File: src/rtl/mram_seq_pkg.sv
package mram_seq_pkg;

  typedef enum logic [2:0] {
    ST_OFF,
    ST_STARTUP,
    ST_READY,
    ST_SLP_ENTER,
    ST_SLEEP,
    ST_WAKE
  } seq_state_e;

  function automatic int unsigned ns_to_cyc(int unsigned ns, int unsigned mhz);
    int unsigned c;
    c = (ns * mhz + 999) / 1000;
    return (c == 0) ? 1 : c;
  endfunction

endpackage

File: src/rtl/seq_timer.sv
module seq_timer #(
  parameter int unsigned CW = 8
) (
  input  logic          clk_i,
  input  logic          rst_ni,
  input  logic          load_i,
  input  logic [CW-1:0] val_i,
  output logic          done_o
);

  logic [CW-1:0] cnt_q;

  always_ff @(posedge clk_i or negedge rst_ni) begin
    if (!rst_ni)             cnt_q <= '0;
    else if (load_i)         cnt_q <= val_i;
    else if (cnt_q != '0)    cnt_q <= cnt_q - 1'b1;
  end

  assign done_o = (cnt_q == '0);

endmodule

File: src/rtl/strobe_gate.sv
module strobe_gate #(
  parameter int unsigned NUM_EN = 4
) (
  input  logic              allow_i,
  input  logic [NUM_EN-1:0] en_ni,
  input  logic              we_ni,
  output logic [NUM_EN-1:0] en_no,
  output logic              we_no
);

  for (genvar g = 0; g < NUM_EN; g++) begin : g_en
    assign en_no[g] = allow_i ? en_ni[g] : 1'b1;
  end

  assign we_no = allow_i ? we_ni : 1'b1;

endmodule

File: src/rtl/mram_pwr_seq.sv
module mram_pwr_seq
  import mram_seq_pkg::*;
#(
  parameter int unsigned CLK_MHZ    = 100,
  parameter int unsigned STARTUP_US = 2000,
  parameter int unsigned SLEEP_NS   = 40,
  parameter int unsigned WAKE_US    = 100,
  parameter int unsigned NUM_EN     = 4
) (
  input  logic              clk_i,
  input  logic              rst_ni,
  input  logic              pwr_good_i,
  input  logic              brownout_i,
  input  logic              sleep_req_i,
  input  logic              wake_req_i,
  input  logic              reset_req_i,
  input  logic              bus_busy_i,
  input  logic [NUM_EN-1:0] host_en_ni,
  input  logic              host_we_ni,
  output logic [NUM_EN-1:0] mem_en_no,
  output logic              mem_we_no,
  output logic              sleep_pin_o,
  output logic              access_ok_o,
  output logic              asleep_o
);

  localparam int unsigned STARTUP_CYC = CLK_MHZ * STARTUP_US;
  localparam int unsigned SLEEP_CYC   = ns_to_cyc(SLEEP_NS, CLK_MHZ);
  localparam int unsigned WAKE_CYC    = CLK_MHZ * WAKE_US;
  localparam int unsigned MAX_A       = (STARTUP_CYC > WAKE_CYC) ? STARTUP_CYC : WAKE_CYC;
  localparam int unsigned MAX_CYC     = (MAX_A > SLEEP_CYC) ? MAX_A : SLEEP_CYC;
  localparam int unsigned CW          = $clog2(MAX_CYC + 1);

  seq_state_e    state_q, state_d;
  logic          rst_mode_q;
  logic          tmr_done, tmr_load;
  logic [CW-1:0] tmr_val;
  logic          pwr_ok;

  assign pwr_ok = pwr_good_i && !brownout_i;

  always_comb begin
    state_d = state_q;
    unique case (state_q)
      ST_OFF:       if (pwr_ok) state_d = ST_STARTUP;
      ST_STARTUP:   if (tmr_done) state_d = ST_READY;
      ST_READY:     if ((sleep_req_i || reset_req_i) && !bus_busy_i) state_d = ST_SLP_ENTER;
      ST_SLP_ENTER: if (tmr_done) state_d = rst_mode_q ? ST_WAKE : ST_SLEEP;
      ST_SLEEP:     if (wake_req_i) state_d = ST_WAKE;
      ST_WAKE:      if (tmr_done) state_d = ST_READY;
      default:      state_d = ST_OFF;
    endcase
    if (!pwr_ok) state_d = ST_OFF;
  end

  always_comb begin
    unique case (state_d)
      ST_STARTUP:   tmr_val = CW'(STARTUP_CYC - 1);
      ST_SLP_ENTER: tmr_val = CW'(SLEEP_CYC - 1);
      ST_WAKE:      tmr_val = CW'(WAKE_CYC - 1);
      default:      tmr_val = '0;
    endcase
  end

  assign tmr_load = (state_d != state_q);

  always_ff @(posedge clk_i or negedge rst_ni) begin
    if (!rst_ni) begin
      state_q    <= ST_OFF;
      rst_mode_q <= 1'b0;
    end else begin
      state_q <= state_d;
      if (state_q == ST_READY && state_d == ST_SLP_ENTER) rst_mode_q <= reset_req_i;
    end
  end

  seq_timer #(.CW(CW)) i_timer (
    .clk_i  (clk_i),
    .rst_ni (rst_ni),
    .load_i (tmr_load),
    .val_i  (tmr_val),
    .done_o (tmr_done)
  );

  assign access_ok_o = (state_q == ST_READY) && pwr_ok;
  assign sleep_pin_o = (state_q == ST_SLP_ENTER) || (state_q == ST_SLEEP);
  assign asleep_o    = (state_q == ST_SLEEP);

  strobe_gate #(.NUM_EN(NUM_EN)) i_gate (
    .allow_i (access_ok_o),
    .en_ni   (host_en_ni),
    .we_ni   (host_we_ni),
    .en_no   (mem_en_no),
    .we_no   (mem_we_no)
  );

  AST_BROWNOUT_BLOCKS: assert property (@(posedge clk_i) disable iff (!rst_ni)
    brownout_i |-> (&mem_en_no && mem_we_no && !access_ok_o));

  AST_STARTUP_FULL: assert property (@(posedge clk_i) disable iff (!rst_ni)
    (state_q == ST_READY && $past(state_q) == ST_STARTUP) |-> $past(tmr_done));

  AST_SLEEP_PULSE: assert property (@(posedge clk_i) disable iff (!rst_ni)
    $rose(asleep_o) |-> ($past(sleep_pin_o) && $past(tmr_done)));

  AST_SLEEP_MASKS: assert property (@(posedge clk_i) disable iff (!rst_ni)
    sleep_pin_o |-> (&mem_en_no && mem_we_no));

  AST_EXIT_ORDER: assert property (@(posedge clk_i) disable iff (!rst_ni)
    $fell(sleep_pin_o) |-> (&mem_en_no && mem_we_no && !access_ok_o));

  AST_ACCEPT_IDLE: assert property (@(posedge clk_i) disable iff (!rst_ni)
    $rose(sleep_pin_o) |-> ($past(access_ok_o) && !$past(bus_busy_i)));

endmodule

File: config.mk
export PLATFORM = sky130hd
export DESIGN_NAME = mram_pwr_seq
export DESIGN_NICKNAME = d
export VERILOG_FILES = /design/src/rtl/mram_seq_pkg.sv /design/src/rtl/seq_timer.sv /design/src/rtl/strobe_gate.sv /design/src/rtl/mram_pwr_seq.sv
export SDC_FILE = /design/constraint.sdc
export NUM_CORES = 1
export LEC_CHECK = 0
export BUFFER_PORTS_ARGS = -buffer_cell sky130_fd_sc_hd__clkbuf_2
export CAP_MARGIN = 40
export CORE_MARGIN = 1.5
export CORE_UTILIZATION = 57
export DETAILED_ROUTE_END_ITERATION = 12
export GPL_ROUTABILITY_DRIVEN = 0
export GPL_TIMING_DRIVEN = 1
export PLACE_DENSITY = 0.78
export SYNTH_ARGS = -nofsm -noshare
export SYNTH_HDL_FRONTEND = slang
export SYNTH_HIERARCHICAL = 1
export SYNTH_SLANG_ARGS = --single-unit
File: constraint.sdc
create_clock -name clk_i -period 3.7 [get_ports clk_i]
set_input_delay 0.37 -clock clk_i [delete_from_list [all_inputs] [get_ports clk_i]]
set_output_delay 0.37 -clock clk_i [all_outputs]
set_load 0.02 [all_outputs]
==> Word-level counts from Yosys, hierarchy flattened <==
Index checks and enable logic that the tools add are counted.
{ "totals": {"register_bits": 22, "output_inout_bits": 8, "word_cells": 41, "input_bits": 13} }
{ "op_classes": {"addsub": 1, "reduce_logical": 13, "muxes": 15, "n_eq_ne": 9} }
{ "op_table": {"columns": ["op", "count"], "rows": [
  ["one-hot mux 18 bit (3 select lines)", 1],
  ["two-way mux 18 bit", 2],
  ["zero test 18 bit", 1],
  ["nonzero test 18 bit", 1],
  ["subtractor 18 x 1 -> 18 bit (second input constant)", 1],
  ["two-way mux 3 bit", 5],
  ["one-hot mux 3 bit (5 select lines)", 1],
  ["equality test 3 x 2 -> 1 bit (second input constant)", 3],
  ["equality test 3 bit (second input constant)", 3],
  ["equality test 3 x 1 -> 1 bit (second input constant)", 2],
  ["two-way mux 1 bit", 6],
  ["logical AND 1 bit", 4],
  ["zero test 3 bit", 1],
  ["!= test 3 bit", 1],
  ["zero test 1 bit", 2],
  ["logical OR 1 bit", 2],
  ["nonzero test 2 bit", 1],
  ["OR reduction 2 bit", 1]
]} }

==> Depth between registers and ports, before layout <==
Gate-level depths: netlist of run 1.
{ "depth": {"depth_word": 8, "depth_mapped": 12, "depth_no_buf": 11} }

==> Hierarchy <==
The synthesis of run 1 kept the hierarchy.
{ "modules_own_cells": {"columns": ["mod", "cells_per_inst", "instances", "seq_area_each_um2", "area_per_inst_um2"], "rows": [
  ["seq_timer", 127, 1, 450.4, 1141.1],
  ["mram_pwr_seq", 41, 1, 100.1, 339.1],
  ["strobe_gate", 5, 1, 0.0, 31.3]
]} }

==> Worst setup path after synthesis of run 1 <==
No wires, ideal clock.
{ "synth_path": {"path_kind": "reg-to-reg", "startpoint": "register i_timer.cnt_q[16]", "endpoint": "register i_timer.cnt_q[8]", "setup_slack_ns": 0.786, "required_ns": 3.621, "n_path_buf": 3, "stages_incl_launch_ff": 12, "t_arrival_ns": 2.835, "setup_time_ns": 0.079, "synth_period_minus_slack_ns": 2.914, "cell_sequence": "dfrtp_1 nor4_1 nand4_1 nor2_2 nand2_1 and3_1 o22ai_1 clkbuf_1 clkbuf_1 clkbuf_1 a21oi_1 a2bb2oi_1"} }
{ "synth_between": {"elab_cells_between_ends": 13, "cone_classes": "eq/ne: 4; mux: 6; reduce/logical: 3"} }
{ "synth_lines": {"columns": ["item", "line", "source"], "rows": [
  ["start, declared", "seq_timer.sv:11", "logic [CW-1:0] cnt_q;"],
  ["start signal, assigned", "seq_timer.sv:15", "else if (load_i) cnt_q <= val_i;"],
  ["start signal, assigned", "seq_timer.sv:16", "else if (cnt_q != '0) cnt_q <= cnt_q - 1'b1;"],
  ["zero test 18 bit (*)", "seq_timer.sv:19", "assign done_o = (cnt_q == '0);"],
  ["via tmr_done", "mram_pwr_seq.sv:36", "logic tmr_done, tmr_load;"],
  ["two-way mux 3 bit (on tied branches)", "mram_pwr_seq.sv:46, mram_pwr_seq.sv:50, mram_pwr_seq.sv:48", null],
  ["one-hot mux 3 bit (5 select lines) (*)", "mram_pwr_seq.sv:44", "unique case (state_q)"],
  ["two-way mux 3 bit (*)", "mram_pwr_seq.sv:53", "if (!pwr_ok) state_d = ST_OFF;"],
  ["!= test 3 bit (*)", "mram_pwr_seq.sv:65", "assign tmr_load = (state_d != state_q);"],
  ["via tmr_load", "mram_pwr_seq.sv:36", null],
  ["two-way mux 18 bit / nonzero test 2 bit (equally long branches)", null, null]
]} }
The timed path passes the listed nets; every way through them passes the cells marked *.
A chain may end at the register's enable or synchronous reset.

==> Final worst setup path of run 1 <==
{ "layout_path": {"startpoint": "register i_timer.cnt_q[16]", "endpoint": "register i_timer.cnt_q[17]"} }
{ "layout_between": {"elab_chain_len": 7, "elab_cells_between_ends": 15, "cone_classes": "add/sub: 1; eq/ne: 4; mux: 7; reduce/logical: 3"} }
{ "layout_rtl": {"columns": ["item", "line", "source"], "rows": [
  ["zero test 18 bit (*)", "seq_timer.sv:19", null],
  ["via tmr_done", "mram_pwr_seq.sv:36", null],
  ["two-way mux 3 bit (on tied branches)", "mram_pwr_seq.sv:46, mram_pwr_seq.sv:50, mram_pwr_seq.sv:48", null],
  ["one-hot mux 3 bit (5 select lines) (*)", "mram_pwr_seq.sv:44", null],
  ["two-way mux 3 bit (*)", "mram_pwr_seq.sv:53", null],
  ["equality test 3 bit (tied with other cells)", "mram_pwr_seq.sv:57", "unique case (state_d)"],
  ["one-hot mux 18 bit (3 select lines)", "mram_pwr_seq.sv:57", null],
  ["two-way mux 18 bit", "seq_timer.sv:15", null]
]} }
The timed path passes the listed nets; every way through them passes the cells marked *. The select of a mux whose other input is x is not followed.

==> results.yml, run 1 <==
status:
  status: "complete, no violations"
setup_path:
  critical-path-max-stage-delay_ps: 560
  crit_fanout: 12
  cp-end-kind: "flip-flop"
  cp.required_ps: 3890
  crit_arrival_ps: 3590
  crit_slowest_cell: "nor4_1"
  startpoint_type: "flip-flop"
  crit_type: "reg -> reg"
  crit_chain: "nor4_1 > nand4_1 > nor2_2 > nand2_1 > mux2_2 > nand3_1 > nor2_1 > inv_1 > a2111oi_1"
  r2r_slack_ps: 300
timing:
  finalSetupTns_ps: 0
  rsz0062_at_grt: "no"
  fin_crit_sh: 0.9180
  skew_ps: 7.583
  fin_ws_ps: 303.3
  setup_viol_count_final: 0
  final.min_clock_period_ps: 3397
  finalHoldViolCount: 0
  worst_pin_slew_ps: 580.6
  drv_slew: 0
  fmax_mhz: 294.4
  max_slew_margin: 0.6094
clock_tree:
  cts_tree: "built"
  insertion_delay_ps: 310
  cts_htree_levels: 1
  postCtsSetupBuffers: 0
  hold_buffers: 0
  cts.clk_slew.worst_paths_ps: 120
  cts_root_buf: "clkbuf_4"
  numCtsBuffers: 3
  clock_path_buffers: 2
  cts_resized: 0
  cts.sinks: 22
final_layout:
  n_antenna_cell: 0
  drive_gt1_frac: 0.1795
  fin_nets: 211
  final_cells: 225
  syn_to_final_growth_pct: 10.68
detailed_routing:
  ant_nets: 0
  first_pass_iters: 7
  routed.top_layer: "met4"
  wl_met2_mm: 1.593
  m1WireLength_mm: 1.523
  drt_iter0_drc: 47
  routedWlPerCell_um: 14.80
  drc: 0
  wl_met3_um: 161
  vias: 1341
  drt_wl_total_mm: 3.330
  viasPerCell: 5.960
synthesis:
  synth_area_per_cell_um2: 8.737
  synth_cells: 173
  ys_async_sr_fraction: 1.000
  ys_warn_count: 6
  synth-edff-count: 0
  ys_seq_elements: 22
  ys.flop_type: "dfrtp_1"
  syn_area_mm2: 0.001511
  synth_cell_types: 48
  synth-seq-area-share: 0.3642
placed_design:
  place_inst: 222
  post-dp-hpwl_mm: 2.551
  numPortBuffers: 20
  post-place-ws_ps: 397.6
global_routing:
  grt_util_all_layers: 0.2478
  antenna_found_initial: 0
  grt_start_max_net_pins: 34
  grt_pass1_wl_mm: 5.361
  grt_pass1_vias: 1216
  overflow: 0
flow_run:
  cap_viol_max_count: 0
power_and_ir_drop:
  vdd_drop_max_v: 0.0002780
  powerDensity_mw_per_mm2: 390.3
  total_leakage_power_nw: 0.7062
  p_total_mw: 0.6529
worst_hold_path:
  min_path_type: "in -> async"
floorplan:
  die_h_um: 54.50
  fp.dieW_um: 54.50
  ios: 21
  initial_core_util: 0.6046
  fp-row-count: 18
  coreArea_mm2: 0.002500
  dieArea_mm2: 0.002970
-- area by class of cell --
cell class              count  area [um^2]
multi-input cells         138        909.6
fillers                   224        827.0
flip-flops and latches     22        550.5
repair buffers             22        115.1
inverters                  10        37.54
well taps                  30        37.54
clock buffers               3        22.52
-- kinds of logic (layout without fill, tap and decap cells) --
group,count (synthesis),after routing,synth area share
AO/OA/AOI/OAI,40,40,0.1945
XOR/XNOR,8,8,0.04636
other,1,5,0.002481
flip-flops,22,22,0.3642
AND/OR/NAND/NOR,79,79,0.2980
adder cells (fa/ha/maj),1,1,0.008277
buffers and inverters,17,35,0.04801
multiplexers,5,5,0.03808
-- worst paths after layout --
| kind | start | to | cells past startpoint |
|---|---|---|---|
| hold reg to reg | rst_mode_q | rst_mode_q | 1 |
| setup reg to reg | i_timer/cnt_q[16] | i_timer/cnt_q[17] | 9 |
| min in group clk_i | reset_req_i | rst_mode_q | 2 |
| max in group asynchronous | rst_ni | i_timer/cnt_q[17] | 1 |
| setup / recovery | i_timer/cnt_q[16] | i_timer/cnt_q[17] | 9 |
| hold / removal | rst_ni | i_timer/cnt_q[6] | 1 |
-- synthesized netlist by cell type (3+ instances only) --
| master | count | area, um^2 |
|---|---|---|
| dfrtp_1 | 22 | 550.5 |
| nand2_1 | 17 | 63.81 |
| nor2_1 | 13 | 48.80 |
| o31ai_1 | 12 | 90.09 |
| nand2b_1 | 11 | 68.82 |
| a21oi_1 | 9 | 45.04 |
| inv_1 | 9 | 33.78 |
| nor3_1 | 6 | 30.03 |
| clkbuf_1 | 5 | 18.77 |
| nand3_1 | 5 | 25.02 |
| xor2_1 | 5 | 43.79 |
| nor4_1 | 4 | 25.02 |
| and3_1 | 3 | 18.77 |
| nand4_1 | 3 | 18.77 |
| nor3_2 | 3 | 30.03 |
| or3_1 | 3 | 18.77 |
| xnor2_1 | 3 | 26.28 |
-- metrics by stage --
step	util	hold slack (ps)	cell area, um^2
floorplan	-	74.41	1526
global placement	0.6602	372.7	1650
detailed placement	0.6602	379.6	1650
CTS	0.6692	39.07	1673
global route	0.6692	66.67	1673
finish	0.6692	11.69	1673
-- sequential cells by signal, indices dropped and copies added, names as in the netlist --
register       cells
i_timer/cnt_q     18
state_q            3
rst_mode_q         1
-- worst max-delay path: cells and delay by family (launching register included) --
| kind | cells | cell delay (ps) |
|---|---|---|
| DFF | 1 | 430 |
| AOI/OAI and AO/OA | 1 | 380 |
| and+or+nand+nor | 6 | 2130 |
| muxes | 1 | 270 |
| buffers and inverters | 1 | 90 |
-- per-layer routing --
layer | GRT usage | vias up
li1 | - | 674
met1 | 0.3299 | 624
met2 | 0.4177 | 33
met3 | 0.03552 | 10
met4 | 0.06667 | 0
met5 | 0 | -
-- where the power goes --
| part | total, mW | switching, mW | internal (mW) |
|---|---|---|---|
| Combinational | 0.219 | 0.129 | 0.0901 |
| Sequential | 0.325 | 0.0470 | 0.278 |
| Clock | 0.109 | 0.0710 | 0.0380 |
-- cell usage in the layout, fill, tap and decap left out, drive strengths merged, types with 5 or more instances in the layout --
cell type,n
nand3,5
clkbuf,23
nor4,5
dfrtp,22
xor2,5
inv,9
nand2b,11
nor2,14
nand2,17
conb,5
nor3,9
a21oi,9
o31ai,12
Power figures use the tool's default switching activity.
==> run 2, diff against run 1 <==
--- a/config.mk
+++ b/config.mk
@@ -8,11 +8,12 @@
 export BUFFER_PORTS_ARGS = -buffer_cell sky130_fd_sc_hd__clkbuf_2
 export CAP_MARGIN = 40
 export CORE_MARGIN = 1.5
-export CORE_UTILIZATION = 57
+export CORE_UTILIZATION = 59
+export CTS_BUF_LIST = sky130_fd_sc_hd__clkbuf_4
 export DETAILED_ROUTE_END_ITERATION = 12
 export GPL_ROUTABILITY_DRIVEN = 0
 export GPL_TIMING_DRIVEN = 1
-export PLACE_DENSITY = 0.78
+export PLACE_DENSITY = 0.81
 export SYNTH_ARGS = -nofsm -noshare
 export SYNTH_HDL_FRONTEND = slang
 export SYNTH_HIERARCHICAL = 1
==> run 2 against run 1 <==
  * Worst setup slack better by 280 ps
  * Clock power up 4%
  * Register-to-register slack better by 280 ps
  * Cell count up 0.89%
==> results.yml, run 2 (synthesis gave the netlist of run 1 again) <==
final_layout:
  top_register: "i_timer/cnt_q"
  post-route-util: 0.6860
  mostFrequentLayoutCell: "dfrtp_1"
  drive_gt1_frac: 0.1827
  final_cell_mix: "dfrtp_1 (22), clkbuf_2 (20), nand2_1 (17)"
  reg_top3: "i_timer/cnt_q: 18 flops, state_q: 3 flops, rst_mode_q: 1 flops"
  n_antenna_cell: 0
  fin_nets: 212
  fin_area_mm2: 0.001684
  largest_register_ffs: 18
  syn_to_final_growth_pct: 11.42
timing:
  fin_crit_sh: 0.8423
  final.min_clock_period_ps: 3117
  setup_viol_count_final: 0
  finalHoldViolCount: 0
  worst_pin_slew_ps: 556.3
  max_slew_margin: 0.6257
  fmax_mhz: 320.9
  fin_ws_ps: 583.5
  rsz0062_at_grt: "no"
  finalSetupTns_ps: 0
  hold_ws_ps: 17.58
  drv_slew: 0
  skew_ps: 2.517
floorplan:
  die_h_um: 53.62
  coreArea_mm2: 0.002455
  ios: 21
  fp.dieW_um: 53.62
  initial_core_util: 0.6157
  dieArea_mm2: 0.002875
  fp-row-count: 18
placed_design:
  placed_cell_area_mm2: 0.001658
  post-dp-hpwl_mm: 2.377
  post-place-ws_ps: 687.0
  numPortBuffers: 20
clock_tree:
  cts_tree: "built"
  cts.clk_slew.worst_paths_ps: 120
  cts_resized: 0
  clock_path_buffers: 2
  cts_htree_levels: 1
  numCtsBuffers: 3
  postCtsSetupBuffers: 0
  insertion_delay_ps: 310
  hold_buffers: 0
  cts_root_buf: "clkbuf_4"
  cts.sinks: 22
global_routing:
  overflow: 0
  grt_pass1_wl_mm: 5.319
  grt_pass1_vias: 1223
  antenna_found_initial: 0
  grt_util_all_layers: 0.2534
  grt_start_max_net_pins: 34
setup_path:
  startpoint: "i_timer/cnt_q[16]"
  crit_arrival_ps: 3320
  r2r-start: "i_timer/cnt_q[16]"
  crit_fanout: 12
  cp.required_ps: 3900
  startpoint_type: "flip-flop"
  r2r_end: "i_timer/cnt_q[17]"
  r2r_cells: 10
  cp-end-kind: "flip-flop"
  crit_type: "reg -> reg"
  r2r_slack_ps: 580
worst_hold_path:
  min_path_type: "in -> async"
flow_run:
  cap_viol_max_count: 0
status:
  status: "complete, no violations"
detailed_routing:
  drt_wl_total_mm: 3.242
  drt_iter0_drc: 38
  vias: 1372
  routedWlPerCell_um: 14.28
  ant_nets: 0
  first_pass_iters: 4
  drc: 0
  viasPerCell: 6.044
power_and_ir_drop:
  vdd_drop_max_v: 0.0002823
  total_leakage_power_nw: 0.7133
  powerDensity_mw_per_mm2: 389.7
## run 2: cell count changes in the layout (fill, tap and decap cells not counted), sizes merged
cell    change
buf         +1
clkinv      +1
## run 2: metrics by stage
step           power [mW]  cells
2_1_floorplan      0.4822    177
3_3_place_gp       0.5357    223
3_5_place_dp       0.5429    223
4_1_cts            0.6566    227
5_1_grt            0.6984    227
6_report           0.6563    227
## run 2: critical path, cell delays in order (launching register included)
cell and delay [ps]:
dfrtp_1 430, nor4_1 540, nand4_1 400, nor2_2 170, buf_4 190, nand2_1 90, mux2_2 250, nand3_1 110
nor2_1 360, inv_1 80, a2111oi_1 370
## run 2: how the worst max path moves through the flow
stage,slack (ps),end
finish,580,i_timer/cnt_q[17]
global route,380,i_timer/cnt_q[17]
CTS,620,i_timer/cnt_q[17]
detailed placement,690,i_timer/cnt_q[17]
global placement,730,i_timer/cnt_q[17]
floorplan,790,i_timer/cnt_q[8]
## run 2: final cells by class
type,count,area [um^2]
inverter,10,37.54
multi-input combinational,138,909.6
fill,209,770.7
tap,30,37.54
timing repair buffer,23,122.6
sequential,22,550.5
clock buffer,3,22.52
clock inverter,1,3.754
## run 2: per-layer routing
metal,track usage,vias up,part of all wire
met2,0.4239,51,0.48
met3,0.02778,7,0.059
li1,-,677,-
met4,0.09829,0,0.015
met5,0,-,0
met1,0.3363,637,0.45
## run 2: where the power goes
group          total (mW)  switching, mW  internal, mW
Sequential          0.325         0.0467         0.278
Clock               0.113         0.0731        0.0394
Combinational       0.219          0.129        0.0901
